<file path="config.mk">
export PLATFORM = sky130hd
export DESIGN_NAME = xact_hang_mon
export DESIGN_NICKNAME = d
export VERILOG_FILES = /design/src/rtl/xhm_pkg.sv /design/src/rtl/xhm_pulse_div.sv /design/src/rtl/xhm_wait_timer.sv /design/src/rtl/xhm_retry_ctr.sv /design/src/rtl/xact_hang_mon.sv
export SDC_FILE = /design/constraint.sdc
export NUM_CORES = 1
export LEC_CHECK = 0
export BUFFER_PORTS_ARGS = -buffer_cell sky130_fd_sc_hd__buf_2
export CORE_MARGIN = 1
export CORE_UTILIZATION = 42
export CTS_CLUSTER_DIAMETER = 80
export DETAILED_ROUTE_END_ITERATION = 7
export GPL_TIMING_DRIVEN = 0
export SLEW_MARGIN = 40
export SYNTH_ARGS = -nofsm -noshare
export SYNTH_HDL_FRONTEND = slang
export SYNTH_HIERARCHICAL = 1
export SYNTH_SLANG_ARGS = --single-unit
</file>
<file path="constraint.sdc">
create_clock -name clk -period 9.3 [get_ports clk]
set_input_delay 1.86 -clock clk [delete_from_list [all_inputs] [get_ports clk]]
set_output_delay 1.86 -clock clk [all_outputs]
set_load 0.02 [all_outputs]
</file>
<file path="src/rtl/xhm_pkg.sv">
// Shared types for the transaction hang and retry monitor.
package xhm_pkg;
    typedef enum logic [1:0] {
        RX_IDLE    = 2'd0,
        RX_WAIT_HI = 2'd1,
        RX_WAIT_LO = 2'd2
    } rx_state_e;

    typedef enum logic [1:0] {
        TX_IDLE = 2'd0,
        TX_RESV = 2'd1,
        TX_BUSY = 2'd2
    } tx_state_e;
endpackage

</file>
<file path="src/rtl/xhm_pulse_div.sv">
// Hang pulse divider.
// Counts hang pulses without stopping. When the count has reached div_i-1
// or more, the current hang pulse is passed through as tick_o and the count
// wraps to zero. A divisor of zero holds the count at zero and never ticks.
// Assumes hang_pulse_i is a single-cycle strobe.
module xhm_pulse_div #(
    parameter int DIV_W = 5
) (
    input  logic             clk,
    input  logic             rst_n,
    input  logic             hang_pulse_i,
    input  logic [DIV_W-1:0] div_i,
    output logic             tick_o
);
    localparam logic [DIV_W-1:0] ONE = {{(DIV_W-1){1'b0}}, 1'b1};

    logic [DIV_W-1:0] cnt_q;
    logic             at_end;

    // Decide whether this hang pulse completes a divided period.
    always_comb begin
        at_end = (div_i != '0) && (cnt_q >= div_i - ONE);
        tick_o = hang_pulse_i && at_end;
    end

    // Advance or wrap the hang pulse count.
    always_ff @(posedge clk) begin
        if (!rst_n)                cnt_q <= '0;
        else if (div_i == '0)      cnt_q <= '0;
        else if (hang_pulse_i)     cnt_q <= at_end ? '0 : cnt_q + ONE;
    end


    wrap_after_tick_chk: assert property (@(posedge clk) disable iff (!rst_n)
        tick_o |=> (cnt_q == '0));

    disabled_holds_chk: assert property (@(posedge clk) disable iff (!rst_n)
        (div_i == '0) |=> (cnt_q == '0));
endmodule

</file>
<file path="src/rtl/xhm_wait_timer.sv">
// Wait watchdog for one phase.
// Counts divided ticks while waiting_i is high, saturating at two. hang_o
// pulses on the tick that brings the count to two. restart_i (the awaited
// event, a restart, or a return to idle) clears the count and masks hang_o.
module xhm_wait_timer (
    input  logic clk,
    input  logic rst_n,
    input  logic waiting_i,
    input  logic restart_i,
    input  logic tick_i,
    output logic hang_o
);
    logic [1:0] cnt_q;

    // Flag the second tick seen in an undisturbed wait.
    always_comb hang_o = waiting_i && !restart_i && tick_i && (cnt_q == 2'd1);

    // Count ticks in the current wait.
    always_ff @(posedge clk) begin
        if (!rst_n)                       cnt_q <= 2'd0;
        else if (restart_i || !waiting_i) cnt_q <= 2'd0;
        else if (tick_i && cnt_q != 2'd2) cnt_q <= cnt_q + 2'd1;
    end


    restart_clears_chk: assert property (@(posedge clk) disable iff (!rst_n)
        restart_i |=> (cnt_q == 2'd0));

    hang_on_second_chk: assert property (@(posedge clk) disable iff (!rst_n)
        hang_o |=> (cnt_q == 2'd2));
endmodule

</file>
<file path="src/rtl/xhm_retry_ctr.sv">
// Send retry counter.
// While active_i is high, adds the normal retry plus (when the mode bit
// allows) the overcommit retry, saturating at the counter maximum.
// exceed_o flags an increment that lifts the count above a non-zero limit.
// clear_i has priority over counting.
module xhm_retry_ctr #(
    parameter int THR_W = 8
) (
    input  logic             clk,
    input  logic             rst_n,
    input  logic             active_i,
    input  logic             clear_i,
    input  logic             retry_i,
    input  logic             ovc_retry_i,
    input  logic             ovc_mode_i,
    input  logic [THR_W-1:0] thr_i,
    output logic             exceed_o
);
    localparam int CNT_W = THR_W + 1;
    localparam logic [CNT_W:0] CNT_MAX = {1'b0, {CNT_W{1'b1}}};

    logic [CNT_W-1:0] cnt_q;
    logic [1:0]       inc;
    logic [CNT_W:0]   sum;
    logic [CNT_W-1:0] sum_sat;

    // Form this cycle's increment and the saturated new count.
    always_comb begin
        inc      = {1'b0, retry_i} + {1'b0, ovc_retry_i && ovc_mode_i};
        sum      = {1'b0, cnt_q} + {{(CNT_W-1){1'b0}}, inc};
        sum_sat  = (sum > CNT_MAX) ? CNT_MAX[CNT_W-1:0] : sum[CNT_W-1:0];
        exceed_o = active_i && (inc != 2'd0) && (thr_i != '0)
                   && (sum > {2'b00, thr_i});
    end

    // Hold the retry count of the running operation.
    always_ff @(posedge clk) begin
        if (!rst_n)        cnt_q <= '0;
        else if (clear_i)  cnt_q <= '0;
        else if (active_i) cnt_q <= sum_sat;
    end


    idle_no_count_chk: assert property (@(posedge clk) disable iff (!rst_n)
        (!active_i && cnt_q == '0) |=> (cnt_q == '0));
endmodule

</file>
<file path="src/rtl/xact_hang_mon.sv">
// Transaction hang and retry monitor, top level.
// Tracks the receive phases (reservation -> high packet -> low packet) and the
// send reservation phase, times each wait with a divided hang pulse, counts
// send retries against a limit and latches four sticky status bits.
// Assumes all event inputs are single-cycle strobes from the protocol engine.
module xact_hang_mon #(
    parameter int DIV_W = 5,
    parameter int THR_W = 8
) (
    input  logic             clk,
    input  logic             rst_n,
    input  logic             hang_pulse,
    input  logic [DIV_W-1:0] cfg_rx_div,
    input  logic [DIV_W-1:0] cfg_tx_div,
    input  logic [THR_W-1:0] cfg_retry_thr,
    input  logic             cfg_ovc_count,
    input  logic             rx_resv_grant,
    input  logic             rx_hi_accept,
    input  logic             rx_lo_accept,
    input  logic             rx_abort,
    input  logic             tx_start,
    input  logic             tx_resv_ack,
    input  logic             tx_end,
    input  logic             tx_retry,
    input  logic             tx_ovc_retry,
    input  logic             status_clr,
    output logic             rx_hi_timeout,
    output logic             rx_lo_timeout,
    output logic             tx_resv_timeout,
    output logic             tx_drop
);
    import xhm_pkg::*;

    localparam int SIDES = 2;   // index 0: receive, index 1: send

    rx_state_e rx_q, rx_d;
    tx_state_e tx_q, tx_d;

    logic [SIDES-1:0][DIV_W-1:0] side_div;
    logic [SIDES-1:0]            side_tick;
    logic [SIDES-1:0]            side_wait;
    logic [SIDES-1:0]            side_restart;
    logic [SIDES-1:0]            side_hang;
    logic                        retry_exceed;
    logic                        drop_set;
    logic                        retry_clear;

    // Route each side's divisor to its divider.
    always_comb begin
        side_div[0] = cfg_rx_div;
        side_div[1] = cfg_tx_div;
    end

    // One divider and one wait timer per side.
    for (genvar g = 0; g < SIDES; g++) begin : g_side
        xhm_pulse_div #(.DIV_W(DIV_W)) u_div (
            .clk          (clk),
            .rst_n        (rst_n),
            .hang_pulse_i (hang_pulse),
            .div_i        (side_div[g]),
            .tick_o       (side_tick[g])
        );
        xhm_wait_timer u_wait (
            .clk       (clk),
            .rst_n     (rst_n),
            .waiting_i (side_wait[g]),
            .restart_i (side_restart[g]),
            .tick_i    (side_tick[g]),
            .hang_o    (side_hang[g])
        );
    end

    // Receive phase sequencing; out-of-order events leave the state alone.
    always_comb begin
        rx_d = rx_q;
        unique case (rx_q)
            RX_IDLE:    if (rx_resv_grant) rx_d = RX_WAIT_HI;
            RX_WAIT_HI: if (rx_abort) rx_d = RX_IDLE;
                        else if (rx_hi_accept) rx_d = RX_WAIT_LO;
            RX_WAIT_LO: if (rx_abort || rx_lo_accept) rx_d = RX_IDLE;
            default:    rx_d = RX_IDLE;
        endcase
    end

    // Send phase sequencing: start, then end, then drop take priority.
    always_comb begin
        tx_d = tx_q;
        if (tx_start)                          tx_d = TX_RESV;
        else if (tx_end)                       tx_d = TX_IDLE;
        else if (retry_exceed)                 tx_d = TX_IDLE;
        else if (tx_q == TX_RESV && tx_resv_ack) tx_d = TX_BUSY;
    end

    // Tell each wait timer when it is waiting and when to restart.
    always_comb begin
        side_wait[0]    = (rx_q != RX_IDLE);
        side_restart[0] = (rx_d != rx_q);
        side_wait[1]    = (tx_q == TX_RESV);
        side_restart[1] = (tx_d != tx_q) || tx_start;
        drop_set        = retry_exceed && !tx_start && !tx_end;
        retry_clear     = tx_start || tx_end || retry_exceed;
    end

    xhm_retry_ctr #(.THR_W(THR_W)) u_retry (
        .clk         (clk),
        .rst_n       (rst_n),
        .active_i    (tx_q != TX_IDLE),
        .clear_i     (retry_clear),
        .retry_i     (tx_retry),
        .ovc_retry_i (tx_ovc_retry),
        .ovc_mode_i  (cfg_ovc_count),
        .thr_i       (cfg_retry_thr),
        .exceed_o    (retry_exceed)
    );

    // Phase state registers.
    always_ff @(posedge clk) begin
        if (!rst_n) begin
            rx_q <= RX_IDLE;
            tx_q <= TX_IDLE;
        end else begin
            rx_q <= rx_d;
            tx_q <= tx_d;
        end
    end

    // Sticky status: a set beats a simultaneous clear.
    always_ff @(posedge clk) begin
        if (!rst_n) begin
            rx_hi_timeout   <= 1'b0;
            rx_lo_timeout   <= 1'b0;
            tx_resv_timeout <= 1'b0;
            tx_drop         <= 1'b0;
        end else begin
            rx_hi_timeout   <= (side_hang[0] && rx_q == RX_WAIT_HI) || (rx_hi_timeout && !status_clr);
            rx_lo_timeout   <= (side_hang[0] && rx_q == RX_WAIT_LO) || (rx_lo_timeout && !status_clr);
            tx_resv_timeout <= side_hang[1] || (tx_resv_timeout && !status_clr);
            tx_drop         <= drop_set || (tx_drop && !status_clr);
        end
    end


    hi_timeout_phase_chk: assert property (@(posedge clk) disable iff (!rst_n)
        $rose(rx_hi_timeout) |-> ($past(rx_q) == RX_WAIT_HI));

    lo_timeout_phase_chk: assert property (@(posedge clk) disable iff (!rst_n)
        $rose(rx_lo_timeout) |-> ($past(rx_q) == RX_WAIT_LO));

    drop_sticky_chk: assert property (@(posedge clk) disable iff (!rst_n)
        (tx_drop && !status_clr) |=> tx_drop);

    drop_needs_limit_chk: assert property (@(posedge clk) disable iff (!rst_n)
        $rose(tx_drop) |-> ($past(cfg_retry_thr) != '0));

    drop_goes_idle_chk: assert property (@(posedge clk) disable iff (!rst_n)
        $rose(tx_drop) |-> (tx_q == TX_IDLE));
endmodule

</file>
**After elaboration in Yosys (flattened, before gate mapping)**

Cells that the tools add are included.

- Mux-type cells: 12
- Bitwise gates (word level): 1
- Reductions and logical operators: 56
- Eq/ne operators: 9
- Order comparisons: 4
- Add/subtract/negate cells: 8

Operators with widths:

| cell | number |
|---|---|
| 1-bit logical AND | 25 |
| 2-bit 2-to-1 mux | 8 |
| 5-bit by 1-bit adder with 5-bit output (second input constant) | 2 |
| 9-bit by 2-bit adder with 10-bit output | 1 |
| 5-bit >= comparator | 2 |
| 10-bit by 8-bit > comparator with 1-bit output | 1 |
| 10-bit by 9-bit > comparator with 1-bit output (second input constant) | 1 |
| 5-bit logical NOT | 2 |
| 1-bit logical OR | 10 |
| 5-bit 2-to-1 mux | 2 |
| 5-bit nonzero test | 2 |
| 2-bit OR reduction | 5 |
| 5-bit by 1-bit subtractor with 5-bit output (second input constant) | 2 |
| 9-bit 2-to-1 mux | 1 |
| 2-bit by 1-bit equality test with 1-bit output (second input constant) | 4 |
| 8-bit nonzero test | 1 |
| 1-bit logical NOT | 7 |
| 2-bit one-hot mux with 3 select lines | 1 |
| 2-bit nonzero test | 3 |
| 2-bit by 1-bit adder with 2-bit output (second input constant) | 2 |
| 2-bit != test | 2 |
| 2-bit != test (second input constant) | 2 |
| 1-bit by 1-bit adder with 2-bit output | 1 |
| 2-bit equality test (second input constant) | 1 |
| other kinds (2) | 2 |

- Input bits: 32
- Word-level logic and storage cells: 101
- Output and inout port bits: 4
- Register bits: 31

**Logic depth before layout (Yosys ltp)**

Gate-level depths: netlist of the first run.

- Depth after elaboration: 16
- Depth in mapped cells: 17
- Gate-level depth less buffers: 17

**Cells and area by module**

Netlist of the first run, hierarchy kept.

Modules (own cells, without submodules):

| module | seq. area each (um^2) | area an instance (um^2) | cells each | times used |
|---|---|---|---|---|
| xhm_retry_ctr | 180.2 | 847.1 | 100 | 1 |
| xhm_pulse_div | 100.1 | 417.9 | 48 | 2 |
| xact_hang_mon | 160.2 | 389.1 | 44 | 1 |
| xhm_wait_timer | 40.0 | 137.6 | 14 | 2 |

**Worst setup path after synthesis of the first run**

OpenSTA, ideal clock, no wires.

- Path kind: input -> register
- Start point: input port tx_ovc_retry
- End point: register u_retry.cnt_q[5]
- Data arrival time: 5.246 ns
- Setup slack: 3.932 ns
- Stages on the path: 17
- Buffers on the path: 1
- Library setup time: 0.122 ns
- Required time: 9.178 ns
- Cells stage by stage: nand2_1 > ha_1 > ha_1 > fa_1 > nand3_1 > nor2_1 > xor2_1 > ha_1 > o21a_1 > o22ai_1 > a41o_1 > a2111oi_1 > or3_4 > nand2b_1 > buf_1 > nor2_1 > o31a_2

- Word-level cells in the longest chain between the ends: 8
- Elaborated cells between the ends (all ways): 12
- Those cells by class: 2 x add/sub; 2 x order compare; 1 x mux; 7 x reduce/logical

RTL lines:

| element | line | text |
|---|---|---|
| from (decl) | xact_hang_mon.sv:25 | `input logic tx_ovc_retry,` |
| 1-bit logical AND * | xhm_retry_ctr.sv:29 | `inc = {1'b0, retry_i} + {1'b0, ovc_retry_i && ovc_mode_i};` |
| 1-bit by 1-bit adder with 2-bit output * | xhm_retry_ctr.sv:29 |  |
| branches (longest 3 deep; another with 9-bit by 2-bit adder with 10-bit output) | n/a |  |
| 1-bit logical AND * | xhm_retry_ctr.sv:33 | `&& (sum > {2'b00, thr_i});` |
| via retry_exceed | xact_hang_mon.sv:44 | `logic retry_exceed;` |
| 1-bit logical OR * | xact_hang_mon.sv:101 | `retry_clear = tx_start \|\| tx_end \|\| retry_exceed;` |
| via retry_clear | xact_hang_mon.sv:46 | `logic retry_clear;` |
| 2-bit OR reduction (no source line) * | n/a |  |
| to (signal assigned) | xhm_retry_ctr.sv:40 | `else if (active_i) cnt_q <= sum_sat;` |
| to (decl) | xhm_retry_ctr.sv:22 | `logic [CNT_W-1:0] cnt_q;` |

Mark *: on every way through the listed nets, which the timed path passes.
A chain may end at the register's enable or synchronous reset.

**Worst setup path after layout of the first run**

- Start point: input port tx_retry
- End point: register u_retry.cnt_q[5]

- Word-level cells in the longest chain between the ends: 7
- Elaborated cells between the ends (all ways): 11
- Those cells by class: 2 x add/sub; 2 x order compare; 1 x mux; 6 x reduce/logical

RTL lines:

| element | line | text |
|---|---|---|
| from (decl) | xact_hang_mon.sv:24 | `input logic tx_retry,` |
| 1-bit by 1-bit adder with 2-bit output * | xhm_retry_ctr.sv:29 |  |
| branches (longest 3 deep; another with 9-bit by 2-bit adder with 10-bit output) | n/a |  |
| 1-bit logical AND * | xhm_retry_ctr.sv:33 |  |
| via retry_exceed | xact_hang_mon.sv:44 |  |
| 1-bit logical OR * | xact_hang_mon.sv:101 |  |
| via retry_clear | xact_hang_mon.sv:46 |  |
| 2-bit OR reduction (no source line) * | n/a |  |

Marks and branches as above.

==> impl_metrics.ini, run 1 <==
[outcome]
status = finished clean

[clocking]
cts-hold-fix-buffers = 0
cts.sinks = 31
h-tree-depth = 2
cts_buffer_depth = 2
cts_buffers = 5
cts_tree = done
cts_resized = 0
cts_root_buf = clkbuf_8
worst_skew_pair.late_latency_ns = 0.28
clk_pin_slew_ns = 0.06
cts_setup_buffers = 0

[routing]
drc = 0
avgRoutedWirePerCell_um = 11.6
wl_met1_mm = 2.24
highest_layer = met4
drt_iter0_drc = 33
vias = 1938
ant_nets = 0
vias_per_cell = 5.10
wl_met3_um = 185
wl_mm = 4.40
wl_met2_mm = 1.88
first_pass_iters = 4

[global_routing]
antenna_found_initial = 0
grt_max_degree = 17
grt_pass1_wl_mm = 8.01
overflow = 0
track_usage_pct = 16.6
grt_pass1_vias = 1925

[timing]
fin_crit_sh_pct = 59.0
finalClockSkew_ns = 0.00403
slew_violations = 0
hold_violations = 0
tightest_slew_ns = 0.564
fmax_mhz = 182
post-route-min-period_ns = 5.49
setup_violations = 0
holdWs_ns = 0.483
rsz0062_at_grt = no
setup_tns_ns = 0
relSlewSlack_pct = 62.3

[yosys]
synth.most_common_cell = dfxtp_1
synthFlopType = dfxtp_1
synth.yosys.seq_area_share_pct = 26.4
synth_warnings = 6
avgSynthCellArea_um2 = 8.76
syn-cell-area_um2 = 2350
synthTopCellsByArea = dfxtp_1 (26%), ha_1 (16%), inv_1 (4.2%)
async_flop_share_pct = 0
synth_edf_count = 0
yosysTopAreaCell = dfxtp_1
synth_top_area_share_pct = 26.4
syn_inst = 268
synth_seq_cells = 31
synth_nets = 331
ys_top_cells_by_count = dfxtp_1 (31), ha_1 (30), inv_1 (26)
netlist-cell-type-count = 55

[layout]
nets = 372
multi_input_area_um2 = 1610
syn_to_final_growth_pct = 15.5
num-fill-cells = 517
drive_gt1_share_pct = 23.2
antenna_cells = 0
seqCellArea_um2 = 621
finish.utilization_pct = 51.7

[floorplan]
ios = 36
die_area_um2 = 5890
fp-row-count = 26
die_y_um = 76.8
start_util_pct = 44.8
core_region_area_um2 = 5240
die_x_um = 76.8

[placed_design]
port-buffer-count = 34
hpwlAfterDp_mm = 3.55
gp_congestion = 0.781

[power_and_ir_drop]
leakagePower_nw = 1.23
peakVddDrop_mv = 0.0882
p_per_area_nw_per_um2 = 111

[critical_path]
worstPathArrival_ns = 5.65
startpoint_type = input port
path_max_fanout = 9
required_ns = 9.46
path_class = in2reg
cp-startpoint = tx_retry
end_kind = register
r2r-start = u_retry/cnt_q[0]

[hold_path]
holdCritStartpoint = tx_q[0]
min_path_type = reg2reg

[flow_run]
drv_cap = 0
-- worst paths after layout --
check / endpoint / slack [ns] / depth (start not counted)
worst max-delay path: u_retry/cnt_q[5] / 3.81 / 18
worst max register to register: u_retry/cnt_q[5] / 5.47 / 15
worst min-delay path: tx_q[0] / 0.48 / 2
worst min register to register: tx_q[0] / 0.48 / 2
-- stage by stage --
stage / cell area, um^2 / worst slack, ns / cells / power, mW
3_3_place_gp: 2610 / 3.25 / 372 / 0.189
5_1_grt: 2710 / 3.52 / 380 / 0.321
4_1_cts: 2710 / 3.81 / 380 / 0.308
6_report: 2710 / 3.81 / 380 / 0.302
2_1_floorplan: 2350 / 3.93 / 268 / 0.173
3_5_place_dp: 2610 / 3.52 / 372 / 0.191
-- cell families (layout without fill, tap and decap cells) --
group           after synthesis  after routing  synth area share (%)
compound gates               47             47                  15.6
xor+xnor                     20             20                  7.46
fa+ha+maj                    31             31                  16.8
buf+inv                      31             73                  5.01
flops                        31             31                  26.4
mux                           4              4                  1.71
simple gates                104            104                  27.0
-- report_power, final --
group	switching (mW)	internal [mW]
registers	0.00291	0.135
logic	0.0262	0.0226
clock network	0.0473	0.0675
total	0.0764	0.226
-- cell usage in the layout, fill, tap and decap left out, drive strengths merged, types with 2 or more instances in the layout --
cell	count
o21ai	3
or2	2
nor4b	3
o21a	2
dfxtp	31
o2111ai	2
xor2	11
nand3	5
o41ai	2
clkbuf	11
nand4	9
a31oi	2
o211ai	2
o22ai	3
nand2b	6
buf	36
a311oi	2
nor3b	4
nor2	25
nor3	8
o21bai	4
a211oi	6
a21oi	11
ha	30
or4b	2
nor2b	11
inv	26
xnor2	9
mux2i	4
and3	4
nand2	19
a21o	3
-- sequential cells by signal (all words and copies together) (netlist names) --
name and cells:
rx_lo_timeout 1, tx_q 2, rx_hi_timeout 1, g_side.u_div/cnt_q 10
u_retry/cnt_q 9, g_side.u_wait/cnt_q 4, tx_resv_timeout 1, rx_q 2
tx_drop 1
-- per-layer routing --
metal / vias up / track usage [%]
met2: 35 / 27.1
met5: - / 0
met4: 0 / 6.92
met1: 862 / 20.9
met3: 9 / 3.57
li1: 1032 / -
-- critical path: stages --
cell       delay (ns)
buf_2            0.09
inv_1            0.04
ha_1             0.28
ha_1             0.24
fa_1             0.50
nand3_1          0.19
nor2_1           0.10
xor2_1           0.15
ha_1             0.30
o21a_1           0.11
o22ai_1          0.07
a41o_1           0.23
a2111oi_2        0.59
or3_4            0.24
nand2b_1         0.09
buf_1            0.36
nor2_1           0.09
o31a_2           0.12
-- cell type report --
cell class | instances | share of cell area (%)
well taps | 70 | 3.23
multi-input cells | 206 | 59.6
plain buffers | 5 | 0.739
repair buffers | 34 | 6.28
flip-flops and latches | 31 | 22.9
clock buffers | 8 | 3.69
inverters | 26 | 3.60
Note: power is estimated with default switching activity, not from simulation.
==> run 2: changes to the inputs <==
==> constraint.sdc (replaced) <==
create_clock -name clk -period 4.52 [get_ports clk]
set_input_delay 0.904 -clock clk [delete_from_list [all_inputs] [get_ports clk]]
set_output_delay 0.904 -clock clk [all_outputs]
set_load 0.02 [all_outputs]
==> impl_metrics.ini, run 2 (synthesized netlist as in run 1, its figures left out) <==
[timing]
worst_slack_ns = 0.236
fmax_mhz = 233
setup_violations = 0
post-route-min-period_ns = 4.28
fin_crit_sh_pct = 94.8
finalClockSkew_ns = 0.00406
hold_violations = 0
rsz0062_at_grt = no
relSlewSlack_pct = 63.2
tightest_slew_ns = 0.545
slew_violations = 0

[global_routing]
overflow = 0
track_usage_pct = 16.6
grt_max_degree = 17
antenna_found_initial = 0
grt_pass1_vias = 1924
grt_pass1_wl_mm = 8.01

[placed_design]
gp_congestion = 0.781
place_ws_ns = -0.308
hpwlAfterDp_mm = 3.55
port-buffer-count = 34
numPlacedInstances = 372

[power_and_ir_drop]
clkPwrFrac_pct = 38.0
peakVddDrop_mv = 0.182
power.internal_uw = 464
p_sw_uw = 158
finalPower_uw = 622
leakagePower_nw = 1.22
p_seq_share_pct = 45.8
p_sw_share_pct = 25.4
p_comb_share_pct = 16.3
p_per_area_nw_per_um2 = 229

[layout]
final_cell_mix = buf_2 (35), dfxtp_1 (31), ha_1 (30), inv_1 (26), nor2_1 (20)
antenna_cells = 0
final_common_cell = buf_2
largest_register_ffs = 10
drive_gt1_share_pct = 23.3
regMostFlops = g_side.u_div/cnt_q
largestRegisters = g_side.u_div/cnt_q (10), u_retry/cnt_q (9), g_side.u_wait/cnt_q (4)
nets = 371
stdcell_count = 379
syn_to_final_growth_pct = 15.8

[routing]
drt_iter0_drc = 34
drc = 0
ant_nets = 0
vias = 1941
first_pass_iters = 4
vias_per_cell = 5.12
avgRoutedWirePerCell_um = 11.7
wl_mm = 4.42

[critical_path]
required_ns = 4.68
reg2reg_depth = 14
crit_cells = 17
path_max_fanout = 9
end_kind = register
path_class = in2reg
slowest_stage = fa_1
critPathMaxStageDelay_ns = 0.50
crit_buf_inv = 2
cpMostUsedCell = ha_1
critPathTopFamily = adder cells
startpoint_type = input port
crit_path_cell_trace = buf_2, inv_1, ha_1, ha_1, fa_1, nand3_1, nor2_1, xor2_1, ha_1, o21a_1, o22ai_1, a41o_1, a2111oi_4, or3_4, nand2b_1, nor2_1, o31a_2
worstPathArrival_ns = 4.45

[floorplan]
core_region_area_um2 = 5240
die_y_um = 76.8
ios = 36
die_x_um = 76.8
start_util_pct = 44.8
fp-row-count = 26
die_area_um2 = 5890

[flow_run]
drv_cap = 0

[clocking]
cts_buffer_depth = 2
cts.sinks = 31
worst_skew_pair.late_latency_ns = 0.28
cts-hold-fix-buffers = 0
cts_tree = done
cts_root_buf = clkbuf_8
h-tree-depth = 2
cts_setup_buffers = 0
cts_buffers = 5
clk_pin_slew_ns = 0.06

[hold_path]
min_path_type = reg2reg
min_path_cells = 2

[outcome]
status = finished clean
run 2: worst paths after layout:
check,from,end,slack (ns)
worst min-delay path,tx_q[0],tx_q[0],0.48
worst min register to register,tx_q[0],tx_q[0],0.48
worst max-delay path,tx_retry,u_retry/cnt_q[5],0.24
worst max register to register,u_retry/cnt_q[0],u_retry/cnt_q[5],0.94
run 2: cell type report:
class                           instances  area [um^2]
Timing Repair Buffer                   34          170
Inverter                               26         97.6
Fill cell                             517         2520
Clock buffer                            8          100
Buffer                                  4         16.3
Multi-Input combinational cell        206         1630
Sequential cell                        31          621
Tap cell                               70         87.6
run 2: metal layers:
metal | vias up | track usage, % | part of all wire (%) | routed length, um
met1 | 871 | 20.9 | 51 | 2280
met3 | 9 | 3.57 | 3.6 | 161
met5 | - | 0 | 0 | 0
li1 | 1028 | - | - | -
met2 | 33 | 27.1 | 43 | 1900
met4 | 0 | 6.92 | 1.9 | 82
run 2: repair_timing:
action | 4_1_cts | 5_1_grt
setup endpoints to repair | 1 | 10
resized for setup | 0 | 1
pin swaps | 0 | 0
hold endpoints to repair | 0 | 0
run 2: tightest hold or removal path, cell delays in order, from the launching register on:
cell	delay (ns)
dfxtp_1	0.33
nand2_1	0.06
o41ai_1	0.05
run 2: stage by stage:
step | utilization [%] | TNS, ns | hold WS [ns] | instance area (um^2)
after floorplan | - | 0 | 0.449 | 2350
after global placement | 49.7 | -4.83 | 0.466 | 2610
after detailed placement | 49.8 | -2.03 | 0.478 | 2610
after CTS | 51.7 | 0 | 0.488 | 2710
after global routing | 51.9 | 0 | 0.516 | 2720
final | 51.9 | 0 | 0.483 | 2720
run 2: power groups by stage:
stage / registers [mW] / clock network [mW] / logic (mW)
floorplan: 0.289 / 0 / 0.0675
global placement: 0.291 / 0 / 0.0990
detailed placement: 0.291 / 0 / 0.101
CTS: 0.284 / 0.248 / 0.102
global route: 0.285 / 0.260 / 0.118
finish: 0.285 / 0.236 / 0.101
